[config.mk]
export PLATFORM = sky130hd
export DESIGN_NAME = sysrow_seq
export DESIGN_NICKNAME = d
export VERILOG_FILES = /design/src/rtl/sysrow_pkg.sv /design/src/rtl/sysrow_ctrl.sv /design/src/rtl/sysrow_skew.sv /design/src/rtl/sysrow_column.sv /design/src/rtl/sysrow_seq.sv
export SDC_FILE = /design/constraint.sdc
export NUM_CORES = 1
export LEC_CHECK = 0
export BUFFER_PORTS_ARGS = -buffer_cell sky130_fd_sc_hd__buf_2
export CAP_MARGIN = 20
export CORE_MARGIN = 2
export CORE_UTILIZATION = 44
export CTS_CLUSTER_DIAMETER = 30
export DETAILED_ROUTE_END_ITERATION = 10
export PLACE_DENSITY_LB_ADDON = 0.08
export SLEW_MARGIN = 20
export SYNTH_ARGS = -nofsm -noshare
export SYNTH_HDL_FRONTEND = slang
export SYNTH_SLANG_ARGS = --single-unit
[constraint.sdc]
create_clock -name clk -period 1.2 [get_ports clk]
set_clock_uncertainty 0.05 [all_clocks]
set_input_delay 0.06 -clock clk [delete_from_list [all_inputs] [get_ports clk]]
set_output_delay 0.06 -clock clk [all_outputs]
set_load 0.05 [all_outputs]
[src/rtl/sysrow_pkg.sv]
package sysrow_pkg;
  // Control bundle handed to one cell
  typedef struct packed {
    logic mode;   // 1 triangulate, 0 annul
    logic clear;  // clear cell state
    logic sel;    // 1 fresh operand, 0 feedback operand
  } ctl_t;
endpackage

[src/rtl/sysrow_ctrl.sv]
module sysrow_ctrl
  import sysrow_pkg::*;
#(
  parameter int N = 2
) (
  input  logic clk,
  input  logic rst_n,
  input  logic restart,
  output ctl_t base
);
  localparam int STEPS  = 2 * (N - 1);
  localparam int PASSES = N + 1;
  localparam int SW     = (STEPS  > 1) ? $clog2(STEPS)  : 1;
  localparam int PW     = (PASSES > 1) ? $clog2(PASSES) : 1;

  logic [SW-1:0] step_q, step_d;
  logic [PW-1:0] pass_q, pass_d;
  logic          last_step, last_pass;

  assign last_step = (step_q == SW'(STEPS - 1));
  assign last_pass = (pass_q == PW'(PASSES - 1));

  always_comb begin
    step_d = step_q;
    pass_d = pass_q;
    if (restart) begin
      step_d = '0;
      pass_d = '0;
    end else if (last_step) begin
      step_d = '0;
      pass_d = last_pass ? '0 : pass_q + PW'(1);
    end else begin
      step_d = step_q + SW'(1);
    end
  end

  always_ff @(posedge clk or negedge rst_n) begin
    if (!rst_n) begin
      step_q <= '0;
      pass_q <= '0;
    end else begin
      step_q <= step_d;
      pass_q <= pass_d;
    end
  end

  always_comb begin
    base.clear = (step_q == '0);
    base.mode  = (step_q < SW'(N - 1));
    base.sel   = (pass_q == '0);
  end
endmodule

[src/rtl/sysrow_skew.sv]
module sysrow_skew
  import sysrow_pkg::*;
#(
  parameter int NC = 4
) (
  input  logic          clk,
  input  logic          rst_n,
  input  ctl_t          base,
  output logic [NC-1:0] mode,
  output logic [NC-1:0] clear,
  output logic [NC-1:0] sel
);
  ctl_t stage [NC];

  for (genvar k = 0; k < NC; k++) begin : g_tap
    if (k == 0) begin : g_head
      assign stage[0] = base;
    end else begin : g_dly
      always_ff @(posedge clk or negedge rst_n) begin
        if (!rst_n) stage[k] <= '0;
        else        stage[k] <= stage[k-1];
      end
    end
    assign mode[k]  = stage[k].mode;
    assign clear[k] = stage[k].clear;
    assign sel[k]   = stage[k].sel;
  end
endmodule

[src/rtl/sysrow_column.sv]
module sysrow_column #(
  parameter int W     = 16,
  parameter int DEPTH = 2
) (
  input  logic         clk,
  input  logic         rst_n,
  input  logic [W-1:0] din,
  output logic [W-1:0] dout
);
  logic [W-1:0] r [DEPTH];

  always_ff @(posedge clk or negedge rst_n) begin
    if (!rst_n) begin
      for (int i = 0; i < DEPTH; i++) r[i] <= '0;
    end else begin
      r[0] <= din;
      for (int i = 1; i < DEPTH; i++) r[i] <= r[i-1];
    end
  end

  assign dout = r[DEPTH-1];
endmodule

[src/rtl/sysrow_seq.sv]
module sysrow_seq
  import sysrow_pkg::*;
#(
  parameter int N = 2,
  parameter int W = 16
) (
  input  logic                      clk,
  input  logic                      rst_n,
  input  logic                      restart,
  input  logic [2*N*W-1:0]          mat_in,
  input  logic [(2*N-1)*W-1:0]      cell_res,
  output logic [2*N*W-1:0]          cell_in,
  output logic [2*N-1:0]            cell_mode,
  output logic [2*N-1:0]            cell_clear,
  output logic [2*N-1:0]            cell_sel
);
  localparam int NC    = 2 * N;
  localparam int NCOL  = NC - 1;
  localparam int DEPTH = 2 * (N - 1);

  ctl_t         base;
  logic [W-1:0] fb [NC];

  sysrow_ctrl #(.N(N)) u_ctrl (
    .clk     (clk),
    .rst_n   (rst_n),
    .restart (restart),
    .base    (base)
  );

  sysrow_skew #(.NC(NC)) u_skew (
    .clk   (clk),
    .rst_n (rst_n),
    .base  (base),
    .mode  (cell_mode),
    .clear (cell_clear),
    .sel   (cell_sel)
  );

  assign fb[0] = '0;

  for (genvar j = 0; j < NCOL; j++) begin : g_col
    sysrow_column #(.W(W), .DEPTH(DEPTH)) u_col (
      .clk   (clk),
      .rst_n (rst_n),
      .din   (cell_res[j*W +: W]),
      .dout  (fb[j+1])
    );
  end

  for (genvar k = 0; k < NC; k++) begin : g_mux
    assign cell_in[k*W +: W] = cell_sel[k] ? mat_in[k*W +: W] : fb[k];
  end
endmodule

== Yosys cells after proc, flatten, opt, wreduce, memory -nomap -nowiden ==
Index checks and enable logic that the tools add are counted.

* Output and inout port bits: 76
* Input bits: 115
* Logic and storage cells: 33
* Register bits: 108

* Order comparisons: 1
* Multiplexer cells: 9
* Equality and inequality tests: 1
* Reductions and logical operators: 2
* Bitwise operators: 1
* $add $sub $neg: 2

{| class="wikitable"
|+ Operators with widths
! kind !! number
|-
| $mux 16 || 4
|-
| $mux 2 || 3
|-
| $add 2x1->2 const B || 1
|-
| $eq 2x2->1 const B || 1
|-
| $logic_not 2->1 || 1
|-
| $mux 1 || 2
|-
| $reduce_bool 2->1 || 1
|-
| $add 1x1->1 const B || 1
|-
| $lt 1x1->1 const B || 1
|-
| $not 1->1 || 1
|}

== Logic depth before layout (Yosys ltp) ==
Gate-level depths: netlist (run 1).

* Word-level depth: 4
* Mapped depth: 3
* Mapped depth without buffers: 2

== Modules after synthesis ==
Synthesis (run 1) repeated with hierarchy kept, for this count alone.

* Cell total of the unflattened synthesis: 240
* Area total of the unflattened synthesis: 3997.6 um^2

{| class="wikitable"
|+ Modules (own cells, without submodules)
! module !! cells an instance !! sequential area each (um^2) !! area each (um^2) !! times used
|-
| sysrow_column || 48 || 800.8 || 920.9 || 3
|-
| sysrow_seq || 71 || 0.0 || 850.8 || 1
|-
| sysrow_skew || 12 || 225.2 || 247.7 || 1
|-
| sysrow_ctrl || 13 || 75.1 || 136.4 || 1
|}

== Worst setup path before layout (run 1) ==
Ideal clock, no wire load.

* Path kind: register to output
* Start point: reg u_skew.stage, in the netlist u_skew.sel[1]
* End point: out cell_in[21]
* Data required time: 1.090 ns
* Data arrival time: 1.351 ns
* Buffers on the path: 2
* Cell stages (with the launch flop): 4
* Path slack: -0.261 ns
* Cells stage by stage: dfrtp_1 buf_6 buf_12 mux2_4

* Cells in the longest elaborated chain, start to end: 1

{| class="wikitable"
|+ Ends and longest elaborated chain
! element !! line !! RTL
|-
| start, declared || sysrow_skew.sv:13 || <nowiki>ctl_t stage [NC];</nowiki>
|-
| start signal, assigned by index || sysrow_skew.sv:21 || <nowiki>else stage[k] <= stage[k-1];</nowiki>
|-
| $mux 16 || sysrow_seq.sv:52 || <nowiki>assign cell_in[k*W +: W] = cell_sel[k] ? mat_in[k*W +: W] : fb[k];</nowiki>
|-
| end, declared || sysrow_seq.sv:12 || <nowiki>output logic [2*N*W-1:0] cell_in,</nowiki>
|}

No other way between the ends.

== Worst setup path in the final report (run 1) ==
* Start point: reg u_skew.stage, in the netlist u_skew.sel[1]
* End point: out cell_in[20]

Same word-level chain as after synthesis.

==> impl_results.md, run 1 <==
- Unrepaired setup endpoints after global routing: yes
- Final ANT Viol Nets: 0
- Synth area leader: dfrtp_1
- P_int: around 6.1 mW
- Syn Nets: about 300
- CP top delay family: flip-flops
- Worst path slowest cell: dfrtp_2
- # clock sinks: 105
- Data required time of the worst path: 1.09 ns
- Critical-path maximum fanout: 9
- Max cap viols: 0
- Clock root buffer: clkbuf_8
- Buf/Inv on CP: 2
- First-pass GRT wire length: 11900 um
- CTS Buf Count: 9
- Yosys reg bits: 105
- Failing checks: negative setup slack
- FF-to-FF Start: u_ctrl.pass_q[1]
- Initial antenna violation count: 0
- Non-Filler Instances: 551
- DP Area: 4730 um2
- Port bufs: 190
- Fin Setup TNS: -20.05 ns
- Part of the power in registers: 0.431
- Worst path cell trace: buf_12, mux2_2, buf_6
- Final setup fails: 67
- Sw Share: 0.308
- Pin count of the biggest net entering global routing: 31
- GRT Util Overall: 0.178
- Die area: ~8800 um2
- FF-to-FF End: u_ctrl.pass_q[0]
- Cells on worst reg2reg path: 3
- Setup ws final: -0.342 ns
- Crit. End Element: output pin
- DP Cell Count: between 400 and 500
- Vias per inst: 4.45
- CP peak stage delay: 0.42 ns
- Logic gate share of total power: 0.318
- EDFF count, synth: 0
- Transition time of the tightest slew-check pin: 0.286 ns
- Design area: 6050 um2
- Wire per inst: 14.8 um
- Dpl hpwl: about 5100 um
- Fin crit period: 1.54 ns
- Asr flop ratio synth: 1.00
- CTS clk-pin slew, worst paths: 0.09 ns
- Initial Utilization: 0.458
- Post-synthesis sequential area ratio: 0.738
- Pins Over Slew Limit: 0
- DIE HEIGHT: 94.0 um
- Top Ports: between 150 and 200
- Ant. Diodes: 0
- # nets final: 559
- Worst Hold Class: primary input to asynchronous set/reset pin
- DR iter-0 viols: 39
- Max clock buf depth: 2
- Fmax: 648 MHz
- Vias: 2453
- Area growth syn-to-layout: 69.8%
- Synth Instances: 188
- Clock Latency Late Sink: approximately 0.34 ns
- First-pass detailed-route iteration total: 4
- Syn Area/Cell: 18.9 um2
- Dpl ws: 0.00552 ns
- Netlist cell types: 15
- Pwr Density: about 1500 nW/um2
- Static leakage: 3.06 nW
- Drt total wl: just over 8000 um
- Worst VDD drop: 770 uV
- Predominant post-synthesis flop cell: dfrtp_1
- Reg2Reg Setup Slack: 0.10 ns
- Synth top area share: 0.738
- Post-route DRC: 0
- Switching power: 2.71 mW
- Mapped Area: 3560 um2
- Rel. slew slack: 0.807
- Critical path class: register to output pin
- FP Rows: 32
- Vias in the first global route: 2553
- Area contributors post-synth: dfrtp_1 (74%), mux2_4 (13%), mux2_2 (5.7%)
- Clk pwr share: 0.251
- Arrival time worst endpoint: 1.43 ns
- Final Hold Fails: 0
- Chip width: 94.0 um
- Status: finished with violations
- CORE AREA: 7770 um2
- Final Cycle Share: 1.29
- Crit path launch type: register
- Tot Pwr: 8.81 mW
- GRT overflow: 0
- Layout cells sized above 1: 0.648
- CTS tree: built
- H-tree Lvls: 3
- GP Congestion: 0.790
- Synth warn: 0
- Number of fillers in the final layout: roughly 440
[cell type report]
class,instances,area [um2],share of cell area
Multi-Input combinational cell,71,870,0.144
Inverter,1,3.75,0.000621
Sequential cell,105,2630,0.435
Timing Repair Buffer,256,2200,0.364
Tap cell,102,128,0.0211
Clock inverter,5,61.3,0.0101
Clock buffer,11,151,0.0250
[layer usage]
layer / vias to the layer above / wire [um] / global-route usage / share of wire
li1: 1126 / - / - / -
met1: 1199 / 3030 / 0.207 / 0.37
met2: 122 / 4380 / 0.321 / 0.54
met3: 6 / 651 / 0.0449 / 0.080
met4: 0 / 63 / 0.0580 / 0.0078
met5: - / 0 / 0 / 0
[logic make-up after synthesis]
family,share of synthesized area
AO/OA/AOI/OAI,0.00351
buffers and inverters,0.0379
flip-flops,0.738
multiplexers,0.183
AND/OR/NAND/NOR,0.0372
[synth_stat cells (3+ instances only)]
library cell and count:
and2_1 16, buf_12 3, buf_4 5, buf_6 3
dfrtp_1 105, mux2_2 18, mux2_4 30
[sequential cells by signal (all words and copies together) (netlist names)]
signal            flops
g_col.u_col.r        48
u_skew.sel            3
u_ctrl.pass_q         2
u_ctrl.last_step      1
u_skew.clear          3
g_col.u_col.dout     48
[repair_timing]
action                     in CTS  in global routing
hold endpoints to repair      156                  0
setup buffers                   1                  3
gates cloned                    0                  1
gates resized for setup       150                 24
setup endpoints to repair      70                 70
hold buffers                   50                  0
[power groups by stage]
stage | clock [mW] | combinational, mW | sequential (mW)
2_1_floorplan | 0 | 1.52 | 3.91
3_3_place_gp | 0 | 2.11 | 3.86
3_5_place_dp | 0 | 2.12 | 3.87
4_1_cts | 2.27 | 2.68 | 3.80
5_1_grt | 2.42 | 2.92 | 3.82
6_report | 2.21 | 2.80 | 3.79
[worst max-delay path by stage]
stage,cells past startpoint,to,slack [ns],startpoint
after detailed placement,3,cell_in[60],0.006,u_skew.sel[3]
after global placement,3,cell_in[63],0.02,u_skew.sel[3]
final,3,cell_in[20],-0.34,u_skew.sel[1]
after floorplan,3,cell_in[21],-0.12,u_skew.sel[1]
after CTS,3,cell_in[34],-0.34,u_skew.sel[2]
after global routing,4,cell_in[14],-0.39,u_ctrl.pass_q[1]
[through the flow]
step	hold slack (ns)	util
2_1_floorplan	-0.286	-
3_3_place_gp	-0.104	0.609
3_5_place_dp	-0.105	0.609
4_1_cts	0.0581	0.762
5_1_grt	0.0850	0.778
6_report	0.0768	0.778
[cell usage in the layout, fill, tap and decap left out]
master         synthesis  final
buf_4                  5      7
dfrtp_2                0      3
buf_8                  0     18
buf_6                  3     53
dlygate4sd3_1          0     50
buf_12                 3      8
clkbuf_8               0     11
dfrtp_1              105    102
nand3b_1               1      1
inv_6                  0      2
clkinv_2               0      1
a21o_1                 1      1
buf_2                  0    119
mux2_4                30     37
nor2_4                 0      1
and2_4                 0     16
a21oi_1                1      1
mux2_2                18     11
nor4b_1                1      1
clkbuf_16              0      1
nor2_1                 1      1
clkinv_4               0      1
nand2b_1               1      1
bufinv_16              0      1
inv_2                  0      1
(Power assumes the default switching activity.)
==> run 2: changes to the inputs <==
--- a/config.mk
+++ b/config.mk
@@ -5,14 +5,13 @@
 export SDC_FILE = /design/constraint.sdc
 export NUM_CORES = 1
 export LEC_CHECK = 0
-export BUFFER_PORTS_ARGS = -buffer_cell sky130_fd_sc_hd__buf_2
 export CAP_MARGIN = 20
 export CORE_MARGIN = 2
-export CORE_UTILIZATION = 44
+export CORE_UTILIZATION = 61
 export CTS_CLUSTER_DIAMETER = 30
 export DETAILED_ROUTE_END_ITERATION = 10
+export DONT_BUFFER_PORTS = 1
 export PLACE_DENSITY_LB_ADDON = 0.08
-export SLEW_MARGIN = 20
 export SYNTH_ARGS = -nofsm -noshare
 export SYNTH_HDL_FRONTEND = slang
 export SYNTH_SLANG_ARGS = --single-unit
==> run 2 against run 1 <==
Compared with the run above: the flow finishes with violations (negative hold slack, negative setup slack); critical endpoint is now cell_in[27]; utilization grew 6.7 points; sequential share of layout area increased by 12 points; first-iteration DRC count up 74%; largest power group unchanged; maximum frequency up 4.6%; largest cell class unchanged; critical path type unchanged; critical path depth fell by 1.
==> impl_results.md, run 2 (synthesis gave the netlist of run 1 again) <==
- Reg2Reg Setup Slack: approximately 0.1 ns
- Vias: 1796
- CTS tree: built
- # clock sinks: 105
- Arrival time worst endpoint: between 1 and 1.5 ns
- DIE HEIGHT: 80.4 um
- Most common cell after layout, fill and taps aside: dfrtp_1
- Area growth syn-to-layout: 32.3%
- Met1 GRT Util: 0.256
- GRT Util Overall: 0.244
- Fin Setup TNS: -16.20 ns
- H-tree Lvls: 3
- Number of fillers in the final layout: 252
- Cells on worst reg2reg path: 3
- Wire per inst: about 22 um
- Pins Over Slew Limit: 0
- Transition time of the tightest slew-check pin: 0.252 ns
- Vias per inst: 5.27
- Initial Utilization: 0.639
- Fin crit period: 1.47 ns
- Final Cycle Share: 1.23
- Setup ws final: -0.274 ns
- Crit. End Element: output pin
- CP startpoint: u_skew.sel[1]
- GP Congestion: 0.713
- Final setup fails: 66
- Post-route DRC: 0
- Critical path class: register to output pin
- Commonest non-fill, non-tap cells in the layout: dfrtp_1 (102), dlygate4sd3_1 (49), mux2_4 (48), and2_4 (16), buf_12 (11)
- DR iter-0 viols: between 60 and 70
- CORE AREA: 5570 um2
- Clock root buffer: clkbuf_8
- Vias in the first global route: 2044
- Static leakage: between 2 and 2.5 nW
- Hold_ws: -0.660 ns
- Unrepaired setup endpoints after global routing: yes
- FF-to-FF Start: u_ctrl.pass_q[1]
- Die area: roughly 6500 um2
- CTS Hold Bufs: approximately 50
- Final Hold Fails: 105
- # nets final: 379
- Final ANT Viol Nets: 0
- Pwr Density: around 1700 nW/um2
- Status: finished with violations
- DP Cell Count: 270
- Port bufs: 0
- Ant. Diodes: 0
- FP Rows: 27
- Worst Hold Class: primary input to asynchronous set/reset pin
- Drt total wl: about 7500 um
- Failing checks: negative hold slack, negative setup slack
- Chip width: 80.4 um
- First-pass detailed-route iteration total: 4
- CTS Buf Count: 9
- Critical-path maximum fanout: 17
- Data required time of the worst path: 1.09 ns
- Max cap viols: 0
- GR peak layer: met2
- Initial antenna violation count: 0
- Dpl hpwl: around 4700 um
- Layout cells sized above 1: 0.416
- Max clock buf depth: 2
- Non-Filler Instances: between 300 and 400
- Fmax: ~680 MHz
- FF-to-FF End: u_ctrl.pass_q[0]
- Crit path to: cell_in[27]
- Met3 Usage GRT: 0.0843
- First-pass GRT wire length: 11000 um
- GRT overflow: 0
- Met2 Usage GRT: 0.453
- Rel. slew slack: 0.830
- Top Ports: approximately 190
- Worst VDD drop: around 1100 uV
- CTS clk-pin slew, worst paths: approximately 0.10 ns
- Dpl ws: 0.0490 ns
- Clock Latency Late Sink: about 0.35 ns
- Pin count of the biggest net entering global routing: around 110
- Crit path launch type: register
run 2: cell count changes in the layout (fill, tap and decap cells not counted), sizes merged:
cell	change
buf	-178
clkbuf	-2
clkinv	-1
clkinvlp	+1
dlygate4sd3	-1
inv	+1
run 2: cell type report:
cell class	count	area (um2)	area share
clock buffer	10	138	0.0292
clock inverter	6	72.6	0.0154
inverter	1	3.75	0.000797
multi-input combinational	71	911	0.193
sequential	105	2630	0.559
tap	72	90.1	0.0191
timing repair buffer	76	865	0.184
run 2: worst min-delay path by stage:
stage | from | to | slack [ns] | cells after the start
3_3_place_gp | rst_n | u_skew.clear[2] | -0.28 | 0
6_report | rst_n | g_col[0].u_col.dout[1] | -0.66 | 0
4_1_cts | rst_n | u_skew.sel[2] | -0.68 | 0
2_1_floorplan | rst_n | g_col[0].u_col.dout[0] | -0.29 | 0
3_5_place_dp | rst_n | g_col[0].u_col.dout[2] | -0.28 | 0
5_1_grt | rst_n | g_col[0].u_col.dout[1] | -0.68 | 0
run 2: critical path: stages, from the launching register on:
cell and delay [ns]:
dfrtp_2 0.44, buf_12 0.17, mux2_4 0.40
run 2: power by group:
group	total, mW	internal (mW)	switching (mW)
sequential	3.81	3.73	0.0798
clock	2.22	1.05	1.17
combinational	2.07	0.761	1.31
run 2: per-layer routing:
layer  routed length, um  share of wire
met1                2340           0.31
met2                4290           0.57
met3                 715          0.095
met4                 156          0.021
met5                   0              0
run 2: metrics by stage:
stage           util  instance area, um2  power [mW]
5_1_grt        0.845                4710        8.37
2_1_floorplan      -                3600        5.43
6_report       0.845                4710        8.09
3_3_place_gp   0.690                3850        5.64
3_5_place_dp   0.690                3850        5.66
4_1_cts        0.842                4690        8.11
run 2: repair_timing:
action | in CTS | in global routing
resized for setup | 34 | 1
endpoints found under the hold margin | 156 | 105
endpoints found under the setup margin | 69 | 69
pin swaps | 17 | 3
cloned | 1 | 0
buffers inserted | 3 | 2
